## src/rtl/gpio_mix_pkg.sv

```systemverilog
package gpio_mix_pkg;
  // register selector codes on the bus address
  typedef enum logic [1:0] {
    SEL_DATA = 2'd0,
    SEL_DIR  = 2'd1,
    SEL_ANA  = 2'd2,
    SEL_NONE = 2'd3
  } reg_sel_e;
endpackage

```

## src/rtl/gpio_mix_regs.sv

```systemverilog
module gpio_mix_regs
  import gpio_mix_pkg::*;
#(
  parameter int NPINS  = 4,
  parameter int ADDR_W = 2,
  localparam int NANA  = NPINS - 1
) (
  input  logic              clk,
  input  logic              por_n,
  input  logic              soft_rst_n,
  input  logic [ADDR_W-1:0] bus_addr,
  input  logic              bus_we,
  input  logic [NPINS-1:0]  wr_bits,
  output logic [NANA-1:0]   dat_q,
  output logic [NPINS-1:0]  dir_q,
  output logic [NANA-1:0]   ana_q
);
  localparam logic [ADDR_W-1:0] A_DATA = ADDR_W'(SEL_DATA);
  localparam logic [ADDR_W-1:0] A_DIR  = ADDR_W'(SEL_DIR);
  localparam logic [ADDR_W-1:0] A_ANA  = ADDR_W'(SEL_ANA);

  // one-hot write decode: {ana, dir, data}
  function automatic logic [2:0] wr_decode(logic [ADDR_W-1:0] a, logic we, logic srst_n);
    logic [2:0] d;
    d = 3'b000;
    if (we && srst_n) begin
      d[0] = (a == A_DATA);
      d[1] = (a == A_DIR);
      d[2] = (a == A_ANA);
    end
    return d;
  endfunction

  logic [2:0] wr_hot;
  logic dat_wr, dir_wr, ana_wr;
  assign wr_hot = wr_decode(bus_addr, bus_we, soft_rst_n);
  assign dat_wr = wr_hot[0];
  assign dir_wr = wr_hot[1];
  assign ana_wr = wr_hot[2];

  // control registers: both reset kinds restore all ones
  always_ff @(posedge clk or negedge por_n) begin
    if (!por_n) begin
      dir_q <= '1;
      ana_q <= '1;
    end else if (!soft_rst_n) begin
      dir_q <= '1;
      ana_q <= '1;
    end else begin
      if (dir_wr) dir_q <= wr_bits;
      if (ana_wr) ana_q <= wr_bits[NANA-1:0];
    end
  end

  // data latch: undefined after power-on, kept through soft reset
  always_ff @(posedge clk or negedge por_n) begin
    if (!por_n) begin
      dat_q <= 'x;
    end else if (dat_wr) begin
      dat_q <= wr_bits[NANA-1:0];
    end
  end

  a_r2_soft_restores: assert property (@(posedge clk) disable iff (!por_n)
    !soft_rst_n |=> (dir_q == '1 && ana_q == '1));

  a_r4_ana_write: assert property (@(posedge clk) disable iff (!por_n)
    ana_wr |=> ana_q == $past(wr_bits[NANA-1:0]));
endmodule

```

## src/rtl/gpio_mix_pin.sv

```systemverilog
module gpio_mix_pin (
  input  logic dir_b,
  input  logic ana_b,
  input  logic lat_b,
  input  logic pad_b,
  output logic oe_b,
  output logic out_b,
  output logic rd_b
);
  // driver only for a digital pin configured as output
  function automatic logic drive_on(logic dir_in, logic analog);
    return !dir_in && !analog;
  endfunction

  assign oe_b  = drive_on(dir_b, ana_b);
  assign out_b = lat_b;
  assign rd_b  = ana_b ? 1'b0 : pad_b;
endmodule

```

## src/rtl/gpio_mix_rstpin.sv

```systemverilog
module gpio_mix_rstpin (
  input  logic cfg_rst,
  input  logic pad_b,
  output logic rd_b,
  output logic pull_en,
  output logic req
);
  assign pull_en = cfg_rst;
  assign req     = cfg_rst && !pad_b;
  assign rd_b    = cfg_rst ? 1'b0 : pad_b;
endmodule

```

## src/rtl/gpio_mixport.sv

```systemverilog
module gpio_mixport
  import gpio_mix_pkg::*;
#(
  parameter int NPINS  = 4,
  parameter int DATA_W = 8,
  parameter int ADDR_W = 2
) (
  input  logic              clk,
  input  logic              por_n,
  input  logic              soft_rst_n,
  input  logic [ADDR_W-1:0] bus_addr,
  input  logic              bus_we,
  input  logic [DATA_W-1:0] bus_wdata,
  output logic [DATA_W-1:0] bus_rdata,
  input  logic [NPINS-1:0]  pad_in,
  output logic [NPINS-1:0]  pad_oe,
  output logic [NPINS-1:0]  pad_out,
  output logic [NPINS-2:0]  ana_sel,
  input  logic              mclr_cfg,
  output logic              pullup_en,
  output logic              reset_req
);
  localparam int NANA = NPINS - 1;
  localparam logic [ADDR_W-1:0] A_DATA = ADDR_W'(SEL_DATA);
  localparam logic [ADDR_W-1:0] A_DIR  = ADDR_W'(SEL_DIR);
  localparam logic [ADDR_W-1:0] A_ANA  = ADDR_W'(SEL_ANA);
  localparam logic [DATA_W-1:0] LOW_MASK = {{(DATA_W-NPINS){1'b0}}, {NPINS{1'b1}}};

  logic [NANA-1:0]  dat_w;
  logic [NPINS-1:0] dir_w;
  logic [NANA-1:0]  ana_w;
  logic [NPINS-1:0] port_rd;

  gpio_mix_regs #(.NPINS(NPINS), .ADDR_W(ADDR_W)) u_regs (
    .clk        (clk),
    .por_n      (por_n),
    .soft_rst_n (soft_rst_n),
    .bus_addr   (bus_addr),
    .bus_we     (bus_we),
    .wr_bits    (bus_wdata[NPINS-1:0]),
    .dat_q      (dat_w),
    .dir_q      (dir_w),
    .ana_q      (ana_w)
  );

  for (genvar i = 0; i < NANA; i++) begin : g_pin
    gpio_mix_pin u_pin (
      .dir_b (dir_w[i]),
      .ana_b (ana_w[i]),
      .lat_b (dat_w[i]),
      .pad_b (pad_in[i]),
      .oe_b  (pad_oe[i]),
      .out_b (pad_out[i]),
      .rd_b  (port_rd[i])
    );
  end

  gpio_mix_rstpin u_rstpin (
    .cfg_rst (mclr_cfg),
    .pad_b   (pad_in[NPINS-1]),
    .rd_b    (port_rd[NPINS-1]),
    .pull_en (pullup_en),
    .req     (reset_req)
  );

  // input-only pin: never driven
  assign pad_oe[NPINS-1]  = 1'b0;
  assign pad_out[NPINS-1] = 1'b0;
  assign ana_sel          = ana_w;

  always_comb begin
    bus_rdata = '0;
    if (bus_addr == A_DATA)     bus_rdata[NPINS-1:0] = port_rd;
    else if (bus_addr == A_DIR) bus_rdata[NPINS-1:0] = dir_w;
    else if (bus_addr == A_ANA) bus_rdata[NANA-1:0]  = ana_w;
  end

  a_r5_oe_excludes_analog: assert property (@(posedge clk) disable iff (!por_n)
    (pad_oe[NANA-1:0] & ana_sel) == '0);

  a_r8_req_has_pullup: assert property (@(posedge clk) disable iff (!por_n)
    reset_req |-> pullup_en);

  a_r4_dir_write: assert property (@(posedge clk) disable iff (!por_n)
    (soft_rst_n && bus_we && bus_addr == A_DIR)
      |=> ({{(DATA_W-NPINS){1'b0}}, dir_w} == ($past(bus_wdata) & LOW_MASK)));
endmodule

```

## config.mk

```make
export PLATFORM = sky130hd
export DESIGN_NAME = gpio_mixport
export DESIGN_NICKNAME = d
export VERILOG_FILES = /design/src/rtl/gpio_mix_pkg.sv /design/src/rtl/gpio_mix_regs.sv /design/src/rtl/gpio_mix_pin.sv /design/src/rtl/gpio_mix_rstpin.sv /design/src/rtl/gpio_mixport.sv
export SDC_FILE = /design/constraint.sdc
export NUM_CORES = 1
export LEC_CHECK = 0
export BUFFER_PORTS_ARGS = -buffer_cell sky130_fd_sc_hd__buf_4
export CORE_UTILIZATION = 46
export DETAILED_ROUTE_END_ITERATION = 8
export PLACE_DENSITY = 0.82
export SETUP_SLACK_MARGIN = 0.15
export SLEW_MARGIN = 20
export SYNTH_ARGS = -nofsm -noshare
export SYNTH_HDL_FRONTEND = slang
export SYNTH_SLANG_ARGS = --single-unit
export TNS_END_PERCENT = 10
```

## constraint.sdc

```tcl
create_clock -name clk -period 1.8 [get_ports clk]
set_input_delay 0 -clock clk [delete_from_list [all_inputs] [get_ports clk]]
set_output_delay 0 -clock clk [all_outputs]
set_load 0.03 [all_outputs]
```

==> impl_metrics.ini, run 1 <==
[power_and_ir_drop]
netSwitchingFraction_pct = 31.1
powerDensity_mw_per_mm2 = 726
seqPwrFrac_pct = 38.8
p_switching_mw = 0.210
p_comb_share_pct = 31.5
power.internal_mw = 0.466
clock_power_share_pct = 29.7
power_leakage_nw = 0.434
irDropWorstVdd_mv = 0.504

[synthesis]
ys_seq_elements = 10
seq_area_frac_synth_pct = 35.0
avgSynthCellArea_um2 = 9.99
synthCells = 74
synthesis.area_um2 = 739
yosys_warnings = 0
synth_cell_type_count = 23

[sta]
hold_viol = 0
period_share_pct = 79.5
finalClockSkew_ns = 0
tns_ns = 0
slew_violations = 0
period_needed_ns = 1.43
final-setup-viol-count = 0
rsz0062_at_grt = false
fmax_ghz = 0.699

[clock_network]
cts_tree = built
cts.sinks = 10
cts_buffers = 3
cts.htree.levels = 1
clk_latency_ns = 0.26
cts_buffer_depth = 2
clkTransAtPathRegs_ns = 0.07
cts_resized = 0
cts_root_buffer = clkbuf_4

[finish]
design_area_um2 = 932
final_cell_mix = buf_4, nor2b_1, dfstp_2
layout_commonest_cell = buf_4
area_growth_pct = 26.1
nets = 117
fillers = 127
diodes = 0
drive_gt1_share_pct = 49.5
utilization_pct = 61.9

[global_routing]
grt_use_met1_pct = 21.1
grt_antenna_before_repair = 0
grt-ovfl-total = 0
grt_util_all_layers_pct = 15.7
grt_pass1_vias = 506
grt_pass1_wl_mm = 2.13
met2_usage_pct = 24.7
grt_use_met3_pct = 1.29
grt_max_degree = 15
grt_busiest_layer = met2

[worst_setup_path]
arrival_ns = 1.43
cp_slowest_cell = or3b_2
crit_type = reg -> out
worst_path_largest_cell_delay_ns = 0.43
endpoint_kind = output port
cp_max_fo = 5
path_delay_family = simple AND/OR/NAND/NOR gates
cp-start-kind = flop
critical_path_depth = 3
worst-path-buf-inv = 1
path_cells = or3b_2, a22oi_1, buf_4
r2r_cells = 2
worstPathRequired_ns = 1.80

[floorplanning]
chipWidth_um = 42.1
fp-row-count = 14
die_area_mm2 = 0.00177
ios = 40
die_y_um = 42.1
start_util_pct = 49.1
coreArea_mm2 = 0.00151

[min_path]
hold_path.class = in -> reg
holdPathStages = 3

[flow_run]
cap_violations = 0

[place]
dpl_cell_area_um2 = 846
place_congestion = 0.690
dp_hpwl_mm = 1.00
port-buffer-count = 29

[drt]
routed_via_density = 4.81
antenna_left = 0
vias = 543
firstDrtPassIters = 4
drc_errors = 0
drt_wl_total_mm = 1.30
post_drt_wl_per_cell_um = 11.5
drt_iter0_markers = 2

[run_status]
status = completed
## worst paths after layout
| kind | start | end | slack [ns] |
|---|---|---|---|
| max | u_regs.ana_q[1] | bus_rdata[1] | 0.37 |
| min | bus_wdata[3] | u_regs.dir_q[3] | 0.02 |
| max reg2reg | u_regs.ana_q[0] | u_regs.ana_q[0] | 0.97 |
| min reg2reg | u_regs.dat_q[2] | u_regs.dat_q[2] | 0.51 |
| max in group asynchronous | por_n | u_regs.dir_q[1] | 1.48 |
| min in group asynchronous | por_n | u_regs.dat_q[2] | 0.09 |
## synth_stat cells, drive strengths merged
| cell type | count | area share (%) |
|---|---|---|
| clkbuf | 2 | 1.0 |
| mux2i | 6 | 8.1 |
| dfrtp | 3 | 10 |
| a21oi | 4 | 2.7 |
| dfstp | 7 | 25 |
| and4bb | 1 | 2.2 |
| and3b | 1 | 1.4 |
| mux2 | 3 | 4.6 |
| nor2 | 3 | 1.5 |
| o211ai | 1 | 1.0 |
| conb | 1 | 0.51 |
| a22oi | 3 | 3.7 |
| nor2b | 10 | 8.5 |
| buf | 18 | 19 |
| nand2 | 1 | 0.51 |
| nand4b | 1 | 1.2 |
| nand2b | 3 | 2.5 |
| inv | 1 | 0.51 |
| nand3b | 1 | 1.0 |
| or3b | 4 | 4.7 |
## power groups by stage
stage | logic (mW) | registers [mW] | clock network (mW)
floorplan | 0.169 | 0.263 | 0
global placement | 0.203 | 0.266 | 0
detailed placement | 0.206 | 0.267 | 0
CTS | 0.215 | 0.263 | 0.208
global route | 0.227 | 0.267 | 0.216
finish | 0.213 | 0.263 | 0.201
## registers in the layout (all words and copies together) (netlist names)
register      count
u_regs.dat_q      3
u_regs.ana_q      3
u_regs.dir_q      4
## area by class of cell
cell class                 count  area (µm²)  area share [%]
sequential                    10         259            27.8
multi-input combinational     48         345            37.0
tap                           16        20.0            2.15
clock buffer                   4        36.3            3.89
inverter                       1        3.75           0.403
timing repair buffer          34         268            28.7
## layer usage
metal  up-vias  part of all wire [%]  routed length [µm]
met5         -                     0                   0
met4         0                     0                   0
met3         0                   4.2                  55
met2        17                    51                 665
met1       254                    44                 578
li1        272                     -                   -
## tightest hold or removal path: stages
cell,delay [ns]
buf_4,0.11
nand4b_1,0.08
o211ai_1,0.09
## through the flow
step           power [mW]  cells  setup WS [ns]  hold WS [ns]
6_report            0.677    113          0.370        0.0154
5_1_grt             0.710    113          0.293        0.0315
4_1_cts             0.686    113          0.360       0.00279
3_5_place_dp        0.473    104          0.658        -0.168
3_3_place_gp        0.468    104          0.677        -0.168
2_1_floorplan       0.432     79          0.490        -0.296
## kinds of logic after synthesis
group	Yosys count	share of synthesized area, %
and+or+nand+nor	25	23.5
AOI/OAI and AO/OA	8	7.44
buffers and inverters	21	20.8
DFF	10	35.0
other	1	0.507
muxes	9	12.7
## repair_timing
item	4_1_cts	5_1_grt
setup buffers	0	0
endpoints found under the hold margin	14	0
hold buffers	5	0
Power figures use the tool's default switching activity.
==> run 2: changes to the inputs <==
Settings changed: ABC_AREA from default to 1, CORE_UTILIZATION 46 to 38, PLACE_DENSITY 0.82 to 0.73.
Clock period 1.8 ns to 1.25 ns, I/O delays scaled along.
==> impl_metrics.ini, run 2 <==
[worst_setup_path]
cp_slowest_cell = dfstp_2
setup.reg_to_reg.worst_slack_ns = 0.30
worstPathRequired_ns = 1.25
r2r_start = u_regs.ana_q[0]
endpoint_kind = output port
arrival_ns = 1.20
reg2reg_to = u_regs.ana_q[0]
r2r_cells = 4
path_cells = nand3b_1, nand3_2, buf_6
critical_path_depth = 3
worst-path-buf-inv = 1
worst_path_largest_cell_delay_ns = 0.56
path_delay_family = flip-flops
cp_max_fo = 4
crit_type = reg -> out
cp-start-kind = flop

[synthesis]
async_reset_ff_share_pct = 100
synth_edf_count = 0
yosys.area.top_type = dfstp_2
seq_area_frac_synth_pct = 36.7
synth_cell_type_count = 14
ys.flop_type = dfstp_2
synth.most_common_cell = nand2_1
synthTopCellsByCount = nand2_1, buf_4, nand3_1
synthCells = 97
synthTopCellsByArea = dfstp_2, nand2_1, buf_4, dfrtp_1, nand3_1
synthesis.area_um2 = 706
ys_seq_elements = 10
avgSynthCellArea_um2 = 7.28
yosys_warnings = 0
yosysTopAreaCellShare_pct = 26.1

[finish]
top_regs = u_regs.dir_q (4), u_regs.ana_q (3), u_regs.dat_q (3)
multi_input_comb_area_um2 = 325
drive_gt1_share_pct = 44.2
diodes = 0
fillers = 154
area.sequential_um2 = 259
regMostFlops = u_regs.dir_q
largest_reg_flops = 4
final_cell_mix = nand2_1, buf_4, nand3_1
area_growth_pct = 41.5
layout_commonest_cell = nand2_1
nets = 149

[drt]
drt_wl_total_mm = 1.54
vias = 676
drc_errors = 0
firstDrtPassIters = 4
antenna_left = 0
post_drt_wl_per_cell_um = 9.99
routed_via_density = 4.39
drt_iter0_markers = 12

[global_routing]
grt_pass1_vias = 559
grt_pass1_wl_mm = 2.17
grt_util_all_layers_pct = 15.1
grt_antenna_before_repair = 0
grt-ovfl-total = 0
grt_max_degree = 15

[sta]
tns_ns = 0
fmax_ghz = 0.830
slew_violations = 0
rsz0062_at_grt = true
finalClockSkew_ns = 0
period_share_pct = 96.3
hold_viol = 1
fin_hold_ws_ns = -0.00440
period_needed_ns = 1.20
final-setup-viol-count = 0

[min_path]
hold_path.class = in -> reg
holdPathStages = 3
hold-path-endpoint = u_regs.dir_q[3]
holdCritStartpoint = bus_wdata[3]

[floorplanning]
coreArea_mm2 = 0.00173
fp-row-count = 15
start_util_pct = 40.9
chipWidth_um = 45.1
die_y_um = 45.1
die_area_mm2 = 0.00203
ios = 40

[power_and_ir_drop]
power.internal_mw = 0.736
power_leakage_nw = 0.546
irDropWorstVdd_mv = 0.572
seqPwrFrac_pct = 36.4
powerDensity_mw_per_mm2 = 1140
p_comb_share_pct = 37.9
p_switching_mw = 0.398
netSwitchingFraction_pct = 35.1
clock_power_share_pct = 25.7

[clock_network]
clk_latency_ns = 0.27
cts_root_buffer = clkbuf_4
cts_tree = built
clkTransAtPathRegs_ns = 0.07
cts.sinks = 10
cts_buffers = 3
cts.htree.levels = 1
cts_buffer_depth = 2

[place]
port-buffer-count = 29
place_congestion = 0.747
dp_hpwl_mm = 1.15

[run_status]
status = complete, but fails checks
failed_checks = hold timing

[flow_run]
cap_violations = 0
## run 2: cell types whose count changed in the layout (fill, tap and decap cells not counted), moves of 4 or more
| cell | before | now |
|---|---|---|
| nand2_1 | 1 | 36 |
| nor2b_1 | 10 | 0 |
| nand3_1 | 0 | 9 |
| mux2i_1 | 6 | 0 |
| nand3_2 | 0 | 5 |
| a21oi_1 | 4 | 0 |
## run 2: cells by family after synthesis
kind of cell | count (synthesis) | synth area share (%)
AND/OR/NAND/NOR | 63 | 41.5
buffers and inverters | 23 | 21.3
flip-flops | 10 | 36.7
other | 1 | 0.531
## run 2: final cells by class
type | count | area share (%)
clock buffer | 4 | 3.63
inverter | 6 | 2.26
multi-input combinational | 69 | 32.6
sequential | 10 | 25.9
tap | 25 | 3.13
timing repair buffer | 40 | 32.5
## run 2: worst reg2reg max path: stages, from the launching register on
cell and delay (ns):
dfstp_2 0.55, buf_4 0.11, buf_4 0.09, nand3_1 0.07, nand2_1 0.07
## run 2: per-layer routing
layer	GRT usage (%)	wire, µm	up-vias
met5	0	0	-
met4	10.9	51	0
met3	1.20	104	5
met2	27.0	752	31
met1	16.7	629	293
li1	-	-	347
## run 2: worst max-delay path by stage
stage | startpoint | slack (ns) | end
after floorplan | u_regs.ana_q[0] | 0.37 | bus_rdata[0]
after detailed placement | u_regs.ana_q[2] | 0.35 | bus_rdata[2]
after CTS | u_regs.ana_q[2] | 0.09 | bus_rdata[2]
final | u_regs.ana_q[1] | 0.05 | bus_rdata[1]
after global routing | u_regs.ana_q[1] | 0.02 | bus_rdata[1]
after global placement | u_regs.ana_q[1] | 0.38 | bus_rdata[1]
## run 2: through the flow
stage | utilization [%] | std cells | power, mW | instance area [µm²] | worst slack (ns)
after floorplan | - | 102 | 0.708 | 724 | 0.373
after global placement | 49.0 | 139 | 0.786 | 846 | 0.379
after detailed placement | 49.0 | 139 | 0.794 | 846 | 0.352
after CTS | 57.0 | 154 | 1.14 | 985 | 0.0892
after global routing | 57.8 | 154 | 1.19 | 998 | 0.0164
final | 57.8 | 154 | 1.13 | 998 | 0.0457
## run 2: what timing repair did
action	4_1_cts	5_1_grt
setup endpoints to repair	3	8
setup buffers	6	0
gates cloned	0	0
hold endpoints to repair	14	0
hold buffers	5	0
resized for setup	2	3
## run 2: power by group through the flow
stage                     Combinational, mW  Clock [mW]  Sequential, mW
after detailed placement              0.375           0           0.419
after floorplan                       0.299           0           0.409
after CTS                             0.425       0.302           0.410
final                                 0.430       0.292           0.413
after global routing                  0.460       0.309           0.418
after global placement                0.370           0           0.416
==> run 3: changes to the inputs <==
Settings changed: CELL_PAD_IN_SITES_DETAIL_PLACEMENT from default to 1, CELL_PAD_IN_SITES_GLOBAL_PLACEMENT from default to 1, CORE_UTILIZATION 38 to 26, PLACE_DENSITY 0.73 to 0.74.
==> impl_metrics.ini, run 3 (synthesis results as in run 2) <==
[worst_setup_path]
endpoint = bus_rdata[1]
worst-path-buf-inv = 1
worstPathRequired_ns = 1.25
cp_max_fo = 3
crit_type = reg -> out
cp_slowest_cell = dfstp_2
path_cells = nand3b_1, nand3_1, buf_6
reg2reg_to = u_regs.ana_q[0]
cp-start-kind = flop
critical_path_depth = 3
endpoint_kind = output port
setup.reg_to_reg.worst_slack_ns = 0.39
cp-startpoint = u_regs.ana_q[1]
worst_path_largest_cell_delay_ns = 0.55
r2r_cells = 3
arrival_ns = 1.17
path_delay_family = flip-flops
r2r_start = u_regs.ana_q[0]

[sta]
period_needed_ns = 1.17
period_share_pct = 93.5
final-setup-viol-count = 0
slew_violations = 0
setup_ws_ns = 0.0812
finalClockSkew_ns = 0
fmax_ghz = 0.856
rsz0062_at_grt = true
tns_ns = 0
hold_viol = 0

[drt]
wl_met1_um = 791
dr_wl_met2_um = 939
antenna_left = 0
wl_met3_um = 92
drc_errors = 0
drt_iter0_markers = 6
top_layer = met4
firstDrtPassIters = 3
post_drt_wl_per_cell_um = 11.8
vias = 692
drt_wl_total_mm = 1.86
routed_via_density = 4.41

[power_and_ir_drop]
irDropWorstVdd_mv = 0.486
power_mw = 1.13
power_leakage_nw = 0.531
powerDensity_mw_per_mm2 = 1150

[finish]
area.sequential_um2 = 259
layout.cells.non_filler = 157
nets = 147
drive_gt1_share_pct = 42.5
regMostFlops = u_regs.dir_q
top_regs = u_regs.dir_q (4), u_regs.ana_q (3), u_regs.dat_q (3)
multi_input_comb_area_um2 = 320
fillers = 327
diodes = 0
area_growth_pct = 39.5
final_cell_mix = nand2_1, buf_4, nand3_1
largest_reg_flops = 4
layout_commonest_cell = nand2_1

[floorplanning]
start_util_pct = 28.0
chipWidth_um = 54.1
die_area_mm2 = 0.00293
fp-row-count = 18
die_y_um = 54.1
ios = 40
coreArea_mm2 = 0.00252

[place]
place_inst = 144
dp_hpwl_mm = 1.36
place_congestion = 0.695
dp_slack_ns = 0.344
port-buffer-count = 29

[clock_network]
clk_latency_ns = 0.26
clkTransAtPathRegs_ns = 0.07
cts_buffer_depth = 2
cts.htree.levels = 1
cts_root_buffer = clkbuf_4
cts_buffers = 3
cts.sinks = 10
cts_tree = built

[run_status]
status = completed

[flow_run]
cap_violations = 0

[global_routing]
grt_pass1_vias = 737
grt_max_degree = 15
grt-ovfl-total = 0
grt_antenna_before_repair = 0
grt_pass1_wl_mm = 3.08
grt_util_all_layers_pct = 15.1

[min_path]
hold_path.class = in -> reg
[run 3: cell types whose count changed in the layout (fill, tap and decap cells not counted)]
cell     before  now
buf_4        32   30
nand3_1       9   10
nand3_2       5    4
[run 3: report_power, final]
group / leakage [nW] / switching (mW) / total, mW / internal [mW]
Sequential: 0.111 / 0.0298 / 0.411 / 0.381
Clock: 0.0210 / 0.116 / 0.293 / 0.177
Combinational: 0.399 / 0.256 / 0.425 / 0.170
Total: 0.531 / 0.402 / 1.13 / 0.727
[run 3: worst min path at each step]
stage                    start               to  cells past startpoint
finish              soft_rst_n  u_regs.dir_q[3]                      2
global route        soft_rst_n  u_regs.dir_q[3]                      2
CTS                 soft_rst_n  u_regs.dir_q[3]                      2
detailed placement       por_n  u_regs.dat_q[1]                      1
global placement         por_n  u_regs.dat_q[1]                      1
floorplan                por_n  u_regs.dat_q[0]                      0
[run 3: final cells by class]
type | instances | area share [%]
Tap cell | 30 | 3.81
Inverter | 6 | 2.29
Sequential cell | 10 | 26.3
Clock buffer | 4 | 3.68
Multi-Input combinational cell | 69 | 32.5
Timing Repair Buffer | 38 | 31.4
[run 3: repair_timing]
action                     CTS  global route
hold buffers                 5             0
buffers inserted             4             0
resized for setup            3             1
hold endpoints to repair    14             0
setup endpoints to repair    3            10
[run 3: layer usage]
metal	vias up	GRT usage (%)
met3	4	1.69
met1	314	15.6
met4	0	10.3
li1	344	-
met2	30	28.0
met5	-	0
[run 3: per-stage QoR]
stage	instance area, µm²	hold slack, ns	util, %
5_1_grt	985	0.0222	39.0
3_3_place_gp	852	-0.168	33.8
2_1_floorplan	724	-0.296	-
6_report	985	0.00947	39.0
3_5_place_dp	852	-0.165	33.8
4_1_cts	980	0.00930	38.8
